## src/rtl/i2c_irq_pkg.sv

```systemverilog
package i2c_irq_pkg;
   localparam int NSRC = 12;
   localparam int B_RXFULL  = 2;
   localparam int B_TXEMPTY = 4;
   // sticky sources: every bit except the two level comparisons
   localparam logic [NSRC-1:0] STICKY = 12'hFEB;
   // word addresses
   localparam int RA_RAW    = 0;
   localparam int RA_MASKED = 1;
   localparam int RA_MASK   = 2;
   localparam int RA_RXTHR  = 3;
   localparam int RA_TXTHR  = 4;
   localparam int RA_CLRALL = 5;
   localparam int RA_CLR0   = 6;
   localparam int NCLR      = 10;
   localparam int CLR_IDX [NCLR] = '{0, 1, 3, 5, 6, 7, 8, 9, 10, 11};
endpackage

```

## src/rtl/i2c_irq_event_bank.sv

```systemverilog
module i2c_irq_event_bank
   import i2c_irq_pkg::*;
(
   input  logic            clk_i,
   input  logic            rst_ni,
   input  logic [NSRC-1:0] evt_i,
   input  logic [NSRC-1:0] clr_i,
   output logic [NSRC-1:0] sticky_o
);
   for (genvar k = 0; k < NSRC; k++) begin : g_bit
      if (STICKY[k]) begin : g_latch
         logic q;
         always_ff @(posedge clk_i) begin
            if (!rst_ni) q <= 1'b0;
            else         q <= evt_i[k] | (q & ~clr_i[k]);
         end
         assign sticky_o[k] = q;
      end else begin : g_none
         assign sticky_o[k] = 1'b0;
      end
   end
endmodule

```

## src/rtl/i2c_irq_level_cmp.sv

```systemverilog
module i2c_irq_level_cmp #(
   parameter int LEVEL_W = 5
) (
   input  logic [LEVEL_W-1:0] rx_level_i,
   input  logic [LEVEL_W-1:0] tx_level_i,
   input  logic [LEVEL_W-1:0] rx_thr_i,
   input  logic [LEVEL_W-1:0] tx_thr_i,
   output logic               rx_full_o,
   output logic               tx_empty_o
);
   localparam int CW = LEVEL_W + 1;
   logic [CW-1:0] rx_need;
   assign rx_need    = CW'(rx_thr_i) + CW'(1);
   assign rx_full_o  = CW'(rx_level_i) >= rx_need;
   assign tx_empty_o = tx_level_i <= tx_thr_i;
endmodule

```

## src/rtl/i2c_irq_regif.sv

```systemverilog
module i2c_irq_regif
   import i2c_irq_pkg::*;
#(
   parameter int DATA_W  = 32,
   parameter int ADDR_W  = 5,
   parameter int LEVEL_W = 5
) (
   input  logic               clk_i,
   input  logic               rst_ni,
   input  logic               rd_i,
   input  logic               wr_i,
   input  logic [ADDR_W-1:0]  addr_i,
   input  logic [DATA_W-1:0]  wdata_i,
   input  logic [NSRC-1:0]    status_i,
   output logic [NSRC-1:0]    mask_o,
   output logic [LEVEL_W-1:0] rx_thr_o,
   output logic [LEVEL_W-1:0] tx_thr_o,
   output logic [NSRC-1:0]    clr_o,
   output logic [DATA_W-1:0]  rdata_o
);
   int unsigned a;
   assign a = int'(addr_i);

   always_ff @(posedge clk_i) begin
      if (!rst_ni) begin
         mask_o   <= '0;
         rx_thr_o <= '0;
         tx_thr_o <= '0;
      end else if (wr_i) begin
         if (a == RA_MASK)  mask_o   <= wdata_i[NSRC-1:0];
         if (a == RA_RXTHR) rx_thr_o <= wdata_i[LEVEL_W-1:0];
         if (a == RA_TXTHR) tx_thr_o <= wdata_i[LEVEL_W-1:0];
      end
   end

   always_comb begin
      rdata_o = '0;
      clr_o   = '0;
      if (a == RA_RAW)    rdata_o[NSRC-1:0]    = status_i;
      if (a == RA_MASKED) rdata_o[NSRC-1:0]    = status_i & mask_o;
      if (a == RA_MASK)   rdata_o[NSRC-1:0]    = mask_o;
      if (a == RA_RXTHR)  rdata_o[LEVEL_W-1:0] = rx_thr_o;
      if (a == RA_TXTHR)  rdata_o[LEVEL_W-1:0] = tx_thr_o;
      if (a == RA_CLRALL) begin
         rdata_o[NSRC-1:0] = status_i;
         if (rd_i) clr_o = STICKY;
      end
      for (int j = 0; j < NCLR; j++) begin
         if (a == RA_CLR0 + j) begin
            rdata_o[0] = status_i[CLR_IDX[j]];
            if (rd_i) clr_o[CLR_IDX[j]] = 1'b1;
         end
      end
   end
endmodule

```

## src/rtl/i2c_irq_ctrl.sv

```systemverilog
module i2c_irq_ctrl
   import i2c_irq_pkg::*;
#(
   parameter int DATA_W  = 32,
   parameter int ADDR_W  = 5,
   parameter int LEVEL_W = 5
) (
   input  logic               clk_i,
   input  logic               rst_ni,
   input  logic [NSRC-1:0]    evt_i,
   input  logic [LEVEL_W-1:0] rx_level_i,
   input  logic [LEVEL_W-1:0] tx_level_i,
   input  logic               reg_rd_i,
   input  logic               reg_wr_i,
   input  logic [ADDR_W-1:0]  reg_addr_i,
   input  logic [DATA_W-1:0]  reg_wdata_i,
   output logic [DATA_W-1:0]  reg_rdata_o,
   output logic               irq_o
);
   if (DATA_W < NSRC) begin : g_bad_data
      $error("DATA_W must hold the status word");
   end
   if (ADDR_W < 4) begin : g_bad_addr
      $error("ADDR_W too small for the register map");
   end
   if (LEVEL_W < 1 || LEVEL_W > DATA_W) begin : g_bad_lvl
      $error("LEVEL_W out of range");
   end

   logic [NSRC-1:0]    sticky_w, clr_w, mask_w, status_w;
   logic [LEVEL_W-1:0] rx_thr_w, tx_thr_w;
   logic               rx_full_w, tx_empty_w;

   i2c_irq_event_bank u_bank (
      .clk_i(clk_i), .rst_ni(rst_ni), .evt_i(evt_i),
      .clr_i(clr_w), .sticky_o(sticky_w)
   );

   i2c_irq_level_cmp #(.LEVEL_W(LEVEL_W)) u_cmp (
      .rx_level_i(rx_level_i), .tx_level_i(tx_level_i),
      .rx_thr_i(rx_thr_w), .tx_thr_i(tx_thr_w),
      .rx_full_o(rx_full_w), .tx_empty_o(tx_empty_w)
   );

   always_comb begin
      status_w            = sticky_w;
      status_w[B_RXFULL]  = rx_full_w;
      status_w[B_TXEMPTY] = tx_empty_w;
   end

   i2c_irq_regif #(.DATA_W(DATA_W), .ADDR_W(ADDR_W), .LEVEL_W(LEVEL_W)) u_regs (
      .clk_i(clk_i), .rst_ni(rst_ni), .rd_i(reg_rd_i), .wr_i(reg_wr_i),
      .addr_i(reg_addr_i), .wdata_i(reg_wdata_i), .status_i(status_w),
      .mask_o(mask_w), .rx_thr_o(rx_thr_w), .tx_thr_o(tx_thr_w),
      .clr_o(clr_w), .rdata_o(reg_rdata_o)
   );

   assign irq_o = |(status_w & mask_w);
endmodule

```

## config.mk

```make
export PLATFORM = sky130hd
export DESIGN_NAME = i2c_irq_ctrl
export DESIGN_NICKNAME = d
export VERILOG_FILES = /design/src/rtl/i2c_irq_pkg.sv /design/src/rtl/i2c_irq_event_bank.sv /design/src/rtl/i2c_irq_level_cmp.sv /design/src/rtl/i2c_irq_regif.sv /design/src/rtl/i2c_irq_ctrl.sv
export SDC_FILE = /design/constraint.sdc
export NUM_CORES = 1
export LEC_CHECK = 0
export ABC_CLOCK_PERIOD_IN_PS = 2610
export CAP_MARGIN = 10
export CORE_ASPECT_RATIO = 1.75
export CORE_MARGIN = 2
export CORE_UTILIZATION = 36
export CTS_BUF_LIST = sky130_fd_sc_hd__clkbuf_4 sky130_fd_sc_hd__clkbuf_8
export CTS_CLUSTER_DIAMETER = 80
export DETAILED_ROUTE_END_ITERATION = 10
export DONT_BUFFER_PORTS = 1
export GPL_TIMING_DRIVEN = 0
export PLACE_DENSITY = 0.47
export REMOVE_ABC_BUFFERS = 1
export SLEW_MARGIN = 10
export SYNTH_ARGS = -nofsm -noshare
export SYNTH_HDL_FRONTEND = slang
export SYNTH_SLANG_ARGS = --single-unit
```

## constraint.sdc

```tcl
create_clock -name clk_i -period 2.61 [get_ports clk_i]
set_clock_uncertainty 0.1 [all_clocks]
set_input_delay 0.522 -clock clk_i [delete_from_list [all_inputs] [get_ports clk_i]]
set_output_delay 0.522 -clock clk_i [all_outputs]
set_load 0.05 [all_outputs]
```

==> flow_metrics.py, run 1 <==
metrics = {
    "grt": {
        "grt_start_max_net_pins": 33,
        "grt_pass1_vias": 2214,
        "grt_pass1_wl_um": 11550,
        "antenna_found_initial": 0,
        "gr-total-overflow": 0,
        "grt_use_total_pct": 19.84,
    },
    "clock_tree": {
        "clock_latency_ps": 280,
        "clockBufferDepth": 2,
        "clkSinkCount": 32,
        "cts_htree_levels": 2,
        "clock-root-buffer": "clkbuf_8",
        "cts_tree": "done",
        "path_clk_slew_ps": 80,
        "numCtsBuffers": 5,
    },
    "place": {
        "gp_congestion": 0.8179,
        "placedCellCount": 398,
        "io_buffers": 0,
        "hpwl_um": 5563,
        "postPlaceCellArea_um2": 2500,
        "preCtsSetupSlack_ps": -311.6,
    },
    "floorplan": {
        "fp.dieArea_um2": 7887,
        "io_pins": 96,
        "rows": 40,
        "start_util_pct": 37.36,
        "fp.dieH_um": 116.0,
        "die_x_um": 68.00,
        "core_um2": 6907,
    },
    "min_path": {
        "hp-class": "input port to register",
        "hold_end": "u_bank.g_bit[1].g_latch.q",
        "min_path_cells": 1,
        "hold_start": "rst_ni",
    },
    "sta": {
        "relSlewSlack_pct": 39.85,
        "finalSetupViolCount": 2,
        "max_slew.worst_pin.slew_ps": 899.0,
        "drv_slew": 0,
        "final_critical_path_setup_slack_ps": -173.8,
        "finalCritPeriodShare_pct": 106.7,
        "fmaxAchievable_ghz": 0.3592,
        "finalHoldViolCount": 0,
        "layout_min_cycle_time_ps": 2784,
        "grt_setup_unrepaired": "yes",
    },
    "setup_path": {
        "cp.required_ps": 1990,
        "reg2reg_from": "u_bank.g_bit[1].g_latch.q",
        "critical_path.max_fanout": 2,
        "worstPathArrival_ps": 2160,
        "ff2ff_setup_slack_ps": 1630,
        "cp-end-kind": "output pin",
        "cp-start-kind": "register",
        "setup.worst_path.class": "register to output pin",
        "timing.rr.end": "u_bank.g_bit[1].g_latch.q",
        "r2r_cells": 3,
    },
    "run_status": {
        "status": "finished, violations left",
        "violations": "setup timing",
    },
    "synthesis": {
        "ys.warnings.count": 0,
        "synth-edff-count": 0,
        "synth_top_cell_by_area": "dfxtp_1",
        "synth_most_common_cell": "dfxtp_1",
        "yosysTopAreaCellShare_pct": 24.83,
        "async_reset_ff_share_pct": 0,
        "yosys-top-cells-count": "32 x dfxtp_1, 29 x nand2_1, 27 x nor2b_1",
        "synthFlopType": "dfxtp_1",
        "ys_top_cells_by_area": "dfxtp_1 25%, buf_4 7.0%, nor2b_1 6.5%, ha_1 5.3%, a21oi_1 4.7%",
        "ys_seq_area_share_pct": 24.83,
        "synth_area_per_cell_um2": 7.678,
        "ys_seq_elements": 32,
        "synth_area_um2": 2580,
        "synth_cell_types": 55,
        "synth_cells": 336,
    },
    "routing": {
        "drc": 0,
        "avgRoutedWirePerCell_um": 18.24,
        "routed_via_density": 5.524,
        "vias": 2276,
        "first_pass_iters": 4,
        "ant_nets": 0,
        "drtIter0Drc": 54,
        "wl_um": 7516,
    },
    "finish": {
        "drive_gt1_share_pct": 12.50,
        "postLayoutCoreUtil_pct": 39.80,
        "stdcell_area_um2": 2749,
        "insertedDiodeCount": 0,
        "final_nets": 401,
        "syn_to_final_growth_pct": 6.547,
        "stdcell_count": 412,
    },
    "power_and_ir_drop": {
        "leakage_nw": 1.005,
        "p_total_mw": 1.242,
        "power.density_nw_per_um2": 451.8,
        "ir_worst_vdd_mv": 0.2215,
    },
    "flow_run": {
        "cap_viol_max_count": 0,
    },
}
registers in the layout, summed over array words and instances, names as in the netlist:
register,cells
u_regs.mask_o,12
u_regs.tx_thr_o,5
u_bank.g_bit.g_latch.q,10
u_regs.rx_thr_o,5
cells in the final DEF (no fill, tap or decap), types with 3 or more instances in the layout:
cell type | Yosys | routed
a31oi_1 | 6 | 5
nor2_2 | 1 | 4
dfxtp_1 | 32 | 29
a21boi_1 | 10 | 10
nor2_1 | 18 | 15
a22oi_1 | 3 | 3
nand2_1 | 29 | 29
clkbuf_8 | 0 | 5
a21oi_1 | 24 | 22
a22o_1 | 5 | 4
o21ai_0 | 15 | 14
nor2b_1 | 27 | 27
ha_1 | 11 | 10
o21a_1 | 3 | 3
dfxtp_2 | 0 | 3
conb_1 | 1 | 20
nand3_1 | 21 | 20
a31o_2 | 3 | 3
or3_1 | 4 | 4
xnor2_1 | 4 | 4
nand3_2 | 2 | 3
nand2b_1 | 15 | 14
inv_1 | 11 | 11
buf_4 | 24 | 6
a211oi_1 | 3 | 3
mux2i_1 | 12 | 12
per-layer routing:
layer / global-route usage [%] / routed length [µm]
met5: 0 / 0
met4: 7.467 / 148
met3: 4.466 / 438
met2: 36.83 / 4111
met1: 20.86 / 2818
through the flow:
step | TNS [ps] | hold slack, ps
3_3_place_gp | -1794 | 364.0
6_report | -292.8 | 252.4
4_1_cts | -371.2 | 249.3
3_5_place_dp | -1106 | 372.4
2_1_floorplan | -277.2 | 338.4
5_1_grt | -515.6 | 237.6
worst max-delay path: stages, from the launching register on:
cell	delay (ps)
dfxtp_2	360
ha_4	150
nand3_2	80
xor2_1	150
ha_1	290
a21o_1	160
a31oi_1	170
a31oi_2	70
a211o_4	440
worst max-delay path by stage:
stage,cells after the start,end,start
finish,8,irq_o,u_regs.rx_thr_o[1]
global route,8,irq_o,u_regs.rx_thr_o[1]
CTS,8,irq_o,u_regs.rx_thr_o[1]
detailed placement,4,reg_rdata_o[10],reg_addr_i[0]
global placement,5,reg_rdata_o[0],reg_addr_i[1]
floorplan,5,reg_rdata_o[0],reg_addr_i[1]
power breakdown:
part	switching (mW)	total, mW	leakage (nW)	internal [mW]
registers	0.0204	0.522	0.263	0.502
clock network	0.201	0.483	0.0541	0.283
logic	0.161	0.236	0.688	0.0753
total	0.382	1.24	1.00	0.860
cells by family after synthesis:
kind of cell | synth area share (%)
AND/OR/NAND/NOR | 27.11
AO/OA/AOI/OAI | 24.01
buffers and inverters | 11.83
flip-flops | 24.83
adder cells (fa/ha/maj) | 5.723
multiplexers | 4.656
XOR/XNOR | 1.697
other | 0.1454
final cells by class:
type / count / area (µm²)
Multi-Input combinational cell: 271 / 1802
Sequential cell: 32 / 644.4
Tap cell: 84 / 105.1
Clock inverter: 3 / 42.54
Fill cell: 762 / 4158
Timing Repair Buffer: 6 / 45.04
Inverter: 11 / 41.29
Clock buffer: 5 / 68.82
repair_timing:
action | CTS | global route
setup buffers | 5 | 1
pin swaps | 6 | 5
hold buffers | 0 | 0
setup endpoints to repair | 6 | 8
resized for setup | 12 | 9
Power figures use the tool's default switching activity.
==> run 2: changes to the inputs <==
Settings changed: CELL_PAD_IN_SITES_DETAIL_PLACEMENT set to 0, CELL_PAD_IN_SITES_GLOBAL_PLACEMENT set to 1, PLACE_DENSITY 0.47 to 0.63, TNS_END_PERCENT set to 100.
==> run 2 against run 1 <==
  * The flow still finishes with violations (setup timing)
  * Flip-flop and latch count stayed put
  * Worst setup slack worse by 10 ps
  * Final cell count is 0.24% lower
  * Critical path depth stayed put
  * Largest power group unchanged
  * Maximum frequency is 0.36% lower
  * Register-to-register slack better by 50 ps
  * Global-route usage is 0.91 points higher
  * Sequential power hardly changed
==> flow_metrics.py, run 2 (synthesis gave the netlist of run 1 again) <==
metrics = {
    "routing": {
        "wl_um": 7758,
        "avgRoutedWirePerCell_um": 18.88,
        "first_pass_iters": 4,
        "routed_via_density": 5.569,
        "drtIter0Drc": 112,
        "vias": 2289,
        "ant_nets": 0,
        "drc": 0,
    },
    "power_and_ir_drop": {
        "leakage_nw": 1.003,
        "ir_worst_vdd_mv": 0.2868,
        "switching_power_mw": 0.3794,
        "p_total_mw": 1.248,
        "power_frac_seq_pct": 41.7,
        "p_int_mw": 0.8683,
        "swShare_pct": 30.41,
        "p_clk_share_pct": 39.4,
        "power.density_nw_per_um2": 455.1,
        "p_comb_share_pct": 18.8,
    },
    "run_status": {
        "violations": "setup timing",
        "status": "finished, violations left",
    },
    "min_path": {
        "hold_start": "evt_i[1]",
        "hp-class": "input port to register",
    },
    "sta": {
        "finalHoldViolCount": 0,
        "finalCritPeriodShare_pct": 107.0,
        "layout_min_cycle_time_ps": 2794,
        "hold_ws_ps": 252.5,
        "finalSetupViolCount": 2,
        "final_critical_path_setup_slack_ps": -183.8,
        "fin_tns_setup_ps": -280.0,
        "fmaxAchievable_ghz": 0.3579,
        "relSlewSlack_pct": 59.85,
        "drv_slew": 0,
        "max_slew.worst_pin.slew_ps": 606.3,
        "grt_setup_unrepaired": "yes",
    },
    "floorplan": {
        "rows": 40,
        "fp.dieArea_um2": 7887,
        "fp.dieH_um": 116.0,
        "io_pins": 96,
        "core_um2": 6907,
        "start_util_pct": 37.36,
        "die_x_um": 68.00,
    },
    "finish": {
        "syn_to_final_growth_pct": 6.256,
        "largest-register": "u_regs.mask_o",
        "multi_input_area_um2": 1799,
        "stdcell_area_um2": 2741,
        "final_cell_mix": "29 x nand2_1, 29 x dfxtp_1, 27 x nor2b_1, 23 x a21oi_1",
        "reg_top3": "u_regs.mask_o: 12 flops, u_bank.g_bit.g_latch.q: 10 flops",
        "insertedDiodeCount": 0,
        "final_nets": 400,
        "regArea_um2": 646.9,
        "stdcell_count": 411,
        "fillers": 739,
        "drive_gt1_share_pct": 11.93,
        "largest_register_ffs": 12,
    },
    "setup_path": {
        "path_cells": "ha_4 > nand3_2 > xor2_1 > ha_1 > a21o_1 > a31oi_1 > a31oi_2 > a211o_4",
        "critical_path.max_fanout": 2,
        "worstSetupStartpoint": "u_regs.rx_thr_o[1]",
        "critPathBufInv": 0,
        "reg2reg_from": "u_bank.g_bit[3].g_latch.q",
        "critPathMaxStageDelay_ps": 430,
        "cp_slowest_cell": "a211o_4",
        "cp.required_ps": 1990,
        "setup.worst_path.class": "register to output pin",
        "cpLargestDelayFamily": "compound AO/OA/AOI/OAI gates",
        "cp-end-kind": "output pin",
        "worstPathArrival_ps": 2170,
        "cp-start-kind": "register",
    },
    "grt": {
        "busiest_layer": "met2",
        "grt_use_met2_pct": 36.83,
        "gr-total-overflow": 0,
        "grt_pass1_wl_um": 12050,
        "grtUsageMet1_pct": 24.73,
        "grt_use_total_pct": 20.75,
        "grt_pass1_vias": 2153,
        "grt_util_met3_pct": 3.592,
        "antenna_found_initial": 0,
        "grt_start_max_net_pins": 33,
    },
    "place": {
        "gp_congestion": 0.8343,
        "io_buffers": 0,
        "postPlaceCellArea_um2": 2500,
        "placedCellCount": 398,
        "hpwl_um": 5639,
    },
    "clock_tree": {
        "cts_htree_levels": 2,
        "clock-root-buffer": "clkbuf_8",
        "numCtsBuffers": 5,
        "clkSinkCount": 32,
        "clock_latency_ps": 280,
        "cts_tree": "done",
        "ctsHoldBuffers": 0,
        "clockBufferDepth": 2,
        "path_clk_slew_ps": 70,
    },
    "flow_run": {
        "cap_viol_max_count": 0,
    },
}
run 2: cell types whose count changed in the layout (fill, tap and decap cells not counted), sizes merged:
cell / delta
clkbuf: +1
clkinvlp: -1
buf: -1
run 2: final cells by class:
cell class	instances	share of cell area, %
inverter	11	1.506
multi-input combinational	271	65.63
timing repair buffer	5	1.369
tap	84	3.834
clock inverter	2	1.278
clock buffer	6	2.784
sequential	32	23.60
run 2: final timing paths:
kind         slack, ps  depth (start not counted)                         to
max reg2reg       1680                          2  u_bank.g_bit[3].g_latch.q
min                250                          1  u_bank.g_bit[1].g_latch.q
min reg2reg        380                          2           u_regs.mask_o[9]
max               -180                          8                      irq_o
run 2: through the flow:
stage	setup WS [ps]	utilization, %
detailed placement	-319.3	36.20
finish	-183.8	39.69
global route	-253.0	39.69
CTS	-168.9	39.13
global placement	-463.9	36.09
floorplan	-277.2	-
run 2: power groups by stage:
stage,Combinational (mW),Sequential (mW),Clock (mW)
finish,0.235,0.521,0.492
CTS,0.228,0.520,0.512
floorplan,0.194,0.523,0
global route,0.256,0.522,0.524
global placement,0.217,0.533,0
detailed placement,0.220,0.533,0
run 2: metal layers:
layer,routed length (µm),up-vias
met5,0,-
met4,126,0
met3,388,10
met2,4126,71
met1,3117,1072
li1,-,1136
run 2: worst reg2reg max path, stage by stage (launching register included):
cell,delay [ps]
dfxtp_1,500
o31a_1,190
o21a_1,100
run 2: repair_timing:
item	CTS	global route
hold endpoints to repair	0	0
endpoints found under the setup margin	5	9
pin swaps	3	5
resized for setup	13	8
buffers inserted	5	0
